$ cat config.mk
export PLATFORM = sky130hd
export DESIGN_NAME = mem_checksum_engine
export DESIGN_NICKNAME = d
export VERILOG_FILES = /design/src/rtl/cks_pkg.sv /design/src/rtl/cks_ctrl.sv /design/src/rtl/cks_addr_gen.sv /design/src/rtl/cks_terms.sv /design/src/rtl/cks_accum.sv /design/src/rtl/mem_checksum_engine.sv
export SDC_FILE = /design/constraint.sdc
export NUM_CORES = 1
export LEC_CHECK = 0
export CAP_MARGIN = 20
export CORE_ASPECT_RATIO = 0.7
export CORE_MARGIN = 4
export CORE_UTILIZATION = 40
export CTS_CLUSTER_DIAMETER = 100
export DETAILED_ROUTE_END_ITERATION = 12
export DONT_BUFFER_PORTS = 1
export HOLD_SLACK_MARGIN = 0.06
export PLACE_DENSITY = 0.6
export SYNTH_ARGS = -nofsm -noshare
export SYNTH_HDL_FRONTEND = slang
export SYNTH_SLANG_ARGS = --single-unit
$ cat constraint.sdc
create_clock -name clk -period 3.04 [get_ports clk]
set_clock_uncertainty 0.1 [all_clocks]
set_input_delay 0.304 -clock clk [delete_from_list [all_inputs] [get_ports clk]]
set_output_delay 0.304 -clock clk [all_outputs]
set_load 0.01 [all_outputs]
$ cat src/rtl/cks_pkg.sv
// Shared types for the memory checksum engine.
// Assumes: nothing beyond the IEEE 1800-2017 language.
package cks_pkg;

    // Sequencer phases: idle, issue a read, await its data, fold in the tail.
    typedef enum logic [1:0] {
        ST_IDLE  = 2'd0,
        ST_ISSUE = 2'd1,
        ST_WAIT  = 2'd2,
        ST_CLOSE = 2'd3
    } cks_state_e;

endpackage

$ cat src/rtl/cks_ctrl.sv
// Run sequencer: accepts start while idle, issues one read per word and
// waits for its strobe, then closes the run with a tail step.
// Assumes: at_last reflects the address of the word currently awaited.
module cks_ctrl
    import cks_pkg::*;
(
    input  logic clk,
    input  logic rst_n,
    input  logic start,
    input  logic rd_valid,
    input  logic at_last,
    output logic launch,
    output logic rd_req,
    output logic accept,
    output logic step,
    output logic close,
    output logic busy
);

    cks_state_e st_q;

    // Phase register: advance through issue/wait per word, then close.
    always_ff @(posedge clk) begin
        if (!rst_n) begin
            st_q <= ST_IDLE;
        end else begin
            case (st_q)
                ST_IDLE:  if (start) st_q <= ST_ISSUE;
                ST_ISSUE: st_q <= ST_WAIT;
                ST_WAIT:  if (rd_valid) st_q <= at_last ? ST_CLOSE : ST_ISSUE;
                default:  st_q <= ST_IDLE;
            endcase
        end
    end

    // Strobes decoded from the current phase.
    always_comb begin
        launch = (st_q == ST_IDLE) && start;
        rd_req = (st_q == ST_ISSUE);
        accept = (st_q == ST_WAIT) && rd_valid;
        step   = accept && !at_last;
        close  = (st_q == ST_CLOSE);
        busy   = (st_q != ST_IDLE);
    end

endmodule

$ cat src/rtl/cks_addr_gen.sv
// Word address counter: clears on launch, picks the last address from the
// protect mode, and advances one word per accepted read.
// Assumes: PROT_LAST fits in ADDR_W bits.
module cks_addr_gen #(
    parameter int ADDR_W    = 11,
    parameter int PROT_LAST = 63
) (
    input  logic              clk,
    input  logic              rst_n,
    input  logic              launch,
    input  logic              protect_in,
    input  logic              step,
    output logic [ADDR_W-1:0] addr,
    output logic              at_last
);

    localparam logic [ADDR_W-1:0] FULL_LIM = '1;
    localparam logic [ADDR_W-1:0] PROT_LIM = ADDR_W'(PROT_LAST);

    logic [ADDR_W-1:0] last_q;

    // Address and limit registers.
    always_ff @(posedge clk) begin
        if (!rst_n) begin
            addr   <= '0;
            last_q <= FULL_LIM;
        end else if (launch) begin
            addr   <= '0;
            last_q <= protect_in ? PROT_LIM : FULL_LIM;
        end else if (step) begin
            addr   <= addr + 1'b1;
        end
    end

    // Final-word flag for the sequencer.
    always_comb at_last = (addr == last_q);

endmodule

$ cat src/rtl/cks_terms.sv
// Tail-term builder: captures the configuration and ID words at launch and
// forms (cfg & CFG_MASK) + FIXED_ADD, plus the packed ID nibbles when protected.
// Assumes: SUM_W >= WORD_W; ID0 sits in the low word of id_words.
module cks_terms #(
    parameter int              WORD_W    = 12,
    parameter int              SUM_W     = 16,
    parameter int              ID_COUNT  = 4,
    parameter int              NIB_W     = 4,
    parameter int              CP_BIT    = 3,
    parameter logic [15:0]     CFG_MASK  = 16'h000F,
    parameter logic [15:0]     FIXED_ADD = 16'h0FF0
) (
    input  logic                       clk,
    input  logic                       rst_n,
    input  logic                       launch,
    input  logic [WORD_W-1:0]          cfg_word,
    input  logic [ID_COUNT*WORD_W-1:0] id_words,
    output logic                       protect_now,
    output logic [SUM_W-1:0]           tail_term
);

    localparam int PACK_W = ID_COUNT * NIB_W;

    logic [WORD_W-1:0]          cfg_q;
    logic [ID_COUNT*WORD_W-1:0] ids_q;
    logic                       prot_q;
    logic [PACK_W-1:0]          pack_raw;
    logic [SUM_W-1:0]           pack_term;
    logic [ID_COUNT*WORD_W-1:0] ids_hi_unused;

    // Protect mode is active when the selected config bit is clear.
    always_comb protect_now = ~cfg_word[CP_BIT];

    // Capture of the run's configuration at launch.
    always_ff @(posedge clk) begin
        if (!rst_n) begin
            cfg_q  <= '0;
            ids_q  <= '0;
            prot_q <= 1'b0;
        end else if (launch) begin
            cfg_q  <= cfg_word;
            ids_q  <= id_words;
            prot_q <= protect_now;
        end
    end

    // Nibble packing: ID word k goes to nibble (ID_COUNT-1-k).
    for (genvar k = 0; k < ID_COUNT; k++) begin : g_pack
        assign pack_raw[(ID_COUNT-1-k)*NIB_W +: NIB_W] = ids_q[k*WORD_W +: NIB_W];
    end

    assign ids_hi_unused = ids_q;
    assign pack_term     = SUM_W'(pack_raw);

    // Tail sum of masked config, constant and optional ID term.
    always_comb begin
        tail_term = (SUM_W'(cfg_q) & SUM_W'(CFG_MASK)) + SUM_W'(FIXED_ADD);
        if (prot_q) tail_term = tail_term + pack_term;
    end

endmodule

$ cat src/rtl/cks_accum.sv
// Modulo-2^SUM_W accumulator: clears on launch, adds each accepted word,
// and on close publishes accumulator plus tail with a one-cycle done.
// Assumes: launch, accept and close are mutually exclusive.
module cks_accum #(
    parameter int WORD_W = 12,
    parameter int SUM_W  = 16
) (
    input  logic              clk,
    input  logic              rst_n,
    input  logic              launch,
    input  logic              accept,
    input  logic [WORD_W-1:0] rd_data,
    input  logic              close,
    input  logic [SUM_W-1:0]  tail_term,
    output logic [SUM_W-1:0]  result,
    output logic              done
);

    logic [SUM_W-1:0] acc_q;

    // Running sum, truncated to SUM_W bits.
    always_ff @(posedge clk) begin
        if (!rst_n || launch) acc_q <= '0;
        else if (accept)      acc_q <= acc_q + SUM_W'(rd_data);
    end

    // Published result and completion pulse.
    always_ff @(posedge clk) begin
        if (!rst_n) begin
            result <= '0;
            done   <= 1'b0;
        end else begin
            done <= close;
            if (close) result <= acc_q + tail_term;
        end
    end

endmodule

$ cat src/rtl/mem_checksum_engine.sv
// Top of the memory checksum engine: sequencer, address counter, tail-term
// builder and accumulator joined together.
// Assumes: memory answers every rd_req with exactly one rd_valid.
module mem_checksum_engine #(
    parameter int          WORD_W    = 12,
    parameter int          ADDR_W    = 11,
    parameter int          SUM_W     = 16,
    parameter int          PROT_LAST = 63,
    parameter int          ID_COUNT  = 4,
    parameter int          NIB_W     = 4,
    parameter int          CP_BIT    = 3,
    parameter logic [15:0] CFG_MASK  = 16'h000F,
    parameter logic [15:0] FIXED_ADD = 16'h0FF0
) (
    input  logic                       clk,
    input  logic                       rst_n,
    input  logic                       start,
    input  logic [WORD_W-1:0]          cfg_word,
    input  logic [ID_COUNT*WORD_W-1:0] id_words,
    output logic                       rd_req,
    output logic [ADDR_W-1:0]          rd_addr,
    input  logic                       rd_valid,
    input  logic [WORD_W-1:0]          rd_data,
    output logic                       busy,
    output logic                       done,
    output logic [SUM_W-1:0]           result
);

    logic launch, accept, step, close, at_last, protect_now;
    logic [SUM_W-1:0] tail_term;

    cks_ctrl u_ctrl (
        .clk      (clk),
        .rst_n    (rst_n),
        .start    (start),
        .rd_valid (rd_valid),
        .at_last  (at_last),
        .launch   (launch),
        .rd_req   (rd_req),
        .accept   (accept),
        .step     (step),
        .close    (close),
        .busy     (busy)
    );

    cks_addr_gen #(.ADDR_W(ADDR_W), .PROT_LAST(PROT_LAST)) u_addr (
        .clk        (clk),
        .rst_n      (rst_n),
        .launch     (launch),
        .protect_in (protect_now),
        .step       (step),
        .addr       (rd_addr),
        .at_last    (at_last)
    );

    cks_terms #(
        .WORD_W(WORD_W), .SUM_W(SUM_W), .ID_COUNT(ID_COUNT), .NIB_W(NIB_W),
        .CP_BIT(CP_BIT), .CFG_MASK(CFG_MASK), .FIXED_ADD(FIXED_ADD)
    ) u_terms (
        .clk         (clk),
        .rst_n       (rst_n),
        .launch      (launch),
        .cfg_word    (cfg_word),
        .id_words    (id_words),
        .protect_now (protect_now),
        .tail_term   (tail_term)
    );

    cks_accum #(.WORD_W(WORD_W), .SUM_W(SUM_W)) u_acc (
        .clk       (clk),
        .rst_n     (rst_n),
        .launch    (launch),
        .accept    (accept),
        .rd_data   (rd_data),
        .close     (close),
        .tail_term (tail_term),
        .result    (result),
        .done      (done)
    );

endmodule

==> out/results.ini <==
[yosys]
synth_seq_area_share_pct=31.74
yosys_most_used_dff=dfxtp_1
synth-edff-count=0
ys_types=53
synth.avg_cell_area_um2=7.943
syn_inst=540
synth_area_mm2=0.004289
yosysWarnings=0
synth_seq_cells=68
async_reset_ff_share_pct=0
syn_nets=652

[sta]
hold_slack_ns=0.07632
setup_tns_ns=-1.000
setup_viol=8
finalCritPeriodShare_pct=107.6
fmax_mhz=305.8
hold_viol_final=0
slew_viol_final=0
max_slew.worst_pin.slew_ns=0.7373
period_needed_ns=3.270
slew_headroom_pct=50.85
fin_ws_ns=-0.2299
rsz0062_at_grt=yes

[critical_path]
crit_fanout=5
r2r_setup_slack_ns=-0.23
r2r-start=u_terms.cfg_q[3]
arrival_ns=3.36
max_stage_delay_ns=0.60
required_ns=3.13
cp_cell_sequence=ha_4, or4_4, or4_4, o31ai_4, o211ai_1, ha_2, a21oi_1, nor2_1, a211oi_2, o2111ai_1, nand2_1, xnor2_1, a21oi_1
worstSetupStartpointType=flip-flop
worstRegToRegCells=13
crit_path_end_kind=flip-flop
path_class=reg2reg
regToRegEndpoint=u_acc.result[15]
worstPathBufferInverterCount=0
crit_slowest_cell=or4_4
path_delay_family=simple AND/OR/NAND/NOR gates

[detailed_routing]
drc=0
detail_route.first_pass.iterations=4
viasPerCell=5.438
wl_per_cell_um=15.08
wl_um=11110
vias=4008
drt_iter0_markers=171
ant_nets=0

[placement]
pre_cts_slack_ns=-0.3057
gp_congestion=0.8914
port_buffers=0
dp_hpwl_um=8218

[cells_and_area]
multi_input_area_mm2=0.003097
final_cell_mix=95 x nand2_1, 64 x dfxtp_1, 47 x buf_4
drive_gt1_share_pct=20.66
sequential_cell_area_mm2=0.001369
fin_nets=712
fillers=977
final_common_cell=nand2_1
syn_to_final_growth_pct=30.22
fin_util_pct=53.73
n_antenna_cell=0

[hold_path]
hold_path_class=in2reg
hp-start=start
holdPathStages=2
hold_end=u_ctrl.st_q[0]

[floorplanning]
row_count=31
dieWidth_um=131.8
io_pins=106
die-height_um=94.64
core_area_mm2=0.01040
dieArea_mm2=0.01247
initial_core_util_pct=41.26

[cts]
clkSinkCount=68
root_buffer=clkbuf_16
cts.path.max_buffers=2
cts_buffers=9
cts_tree=done
clock_latency_ns=0.34
cts.clk_slew.worst_paths_ns=0.06
htree_levels=3

[outcome]
status=finished, violations left
violations=negative setup slack

[global_routing]
grt_pass1_wl_um=18270
antenna_found_initial=0
grt_usage_pct=18.09
overflow=0
grt_pass1_vias=3857
grt_max_degree=45

[power]
total_power_mw=2.445
powerDensity_mw_per_mm2=437.8
ir_drop_mv=0.4109
p_leak_nw=2.252

[flow_run]
cap_viol_max_count=0

[synthesized netlist by cell type (all sizes together) (3+ instances only)]
| cell | instances | area [um2] |
|---|---|---|
| clkbuf | 20 | 75.07 |
| inv | 13 | 48.80 |
| ha | 33 | 412.9 |
| or3 | 5 | 32.53 |
| nor3b | 3 | 22.52 |
| o21a | 5 | 37.54 |
| nand3b | 4 | 30.03 |
| a21boi | 24 | 180.2 |
| and3 | 7 | 43.79 |
| nor2b | 11 | 68.82 |
| fa | 3 | 60.06 |
| o31ai | 5 | 37.54 |
| o21ai | 33 | 165.2 |
| xnor2 | 16 | 140.1 |
| nor3 | 9 | 45.04 |
| dfxtp | 68 | 1361 |
| and2 | 12 | 75.08 |
| xor2 | 16 | 140.1 |
| nand4 | 6 | 37.54 |
| nand3 | 17 | 85.08 |
| nand2 | 96 | 360.4 |
| mux2i | 5 | 50.05 |
| a31oi | 6 | 37.54 |
| o211a | 3 | 30.03 |
| nand2b | 6 | 37.54 |
| a21oi | 28 | 140.1 |
| o211ai | 6 | 45.04 |
| a211oi | 13 | 97.59 |
| nor2 | 37 | 141.4 |
| a21o | 7 | 52.55 |
[logic make-up after synthesis]
group	synth area share, %
simple gates	24.21
compound gates	21.70
flops	31.74
fa+ha+maj	11.03
buf+inv	3.092
xor+xnor	6.534
mux	1.692
[through the flow]
step	std cells	instance area, um2
finish	737	5585
detailed placement	694	4802
CTS	736	5466
floorplan	540	4397
global route	737	5585
global placement	694	4802
[worst max path at each step]
stage / start / to / slack (ns) / cells after the start
5_1_grt: u_terms.cfg_q[0] / u_acc.result[12] / -0.40 / 16
3_5_place_dp: u_terms.cfg_q[1] / u_acc.result[15] / -0.31 / 14
6_report: u_terms.cfg_q[3] / u_acc.result[15] / -0.23 / 13
2_1_floorplan: u_terms.cfg_q[3] / u_acc.result[15] / -0.02 / 15
3_3_place_gp: u_terms.cfg_q[1] / u_acc.result[15] / -0.21 / 14
4_1_cts: u_terms.cfg_q[3] / u_acc.result[15] / -0.19 / 13
[where the power goes]
part | switching [mW] | leakage, nW | internal, mW
clock | 0.417 | 0.146 | 0.639
sequential | 0.0313 | 0.554 | 0.920
combinational | 0.223 | 1.55 | 0.216
[layer usage]
metal	GRT usage, %	part of all wire [%]	vias to the layer above
li1	-	-	2039
met1	23.32	48	1872
met2	29.07	44	80
met3	5.751	5.7	17
met4	5.857	1.5	0
met5	0	0	-
[flip-flops by register name (all words and copies together), names as in the netlist, 2 cells and up]
register	cells
u_acc.acc_q	16
u_acc.result	16
u_addr.addr	11
u_ctrl.st_q	2
u_terms.cfg_q	4
u_terms.ids_hi_unused	16
[layout make-up]
class,count,share of cell area [%]
inverters,13,0.8737
well taps,132,2.957
flip-flops and latches,68,24.51
clock buffers,9,4.032
multi-input cells,437,55.44
clock inverters,7,1.322
repair buffers,71,10.86
[what timing repair did]
action                                 4_1_cts  5_1_grt
pin swaps                                   13       22
gates resized for setup                     24       24
setup endpoints to repair                   10       12
endpoints found under the hold margin       41        0
hold buffers                                21        0
buffers inserted                             5        1
(Power assumes the default switching activity.)
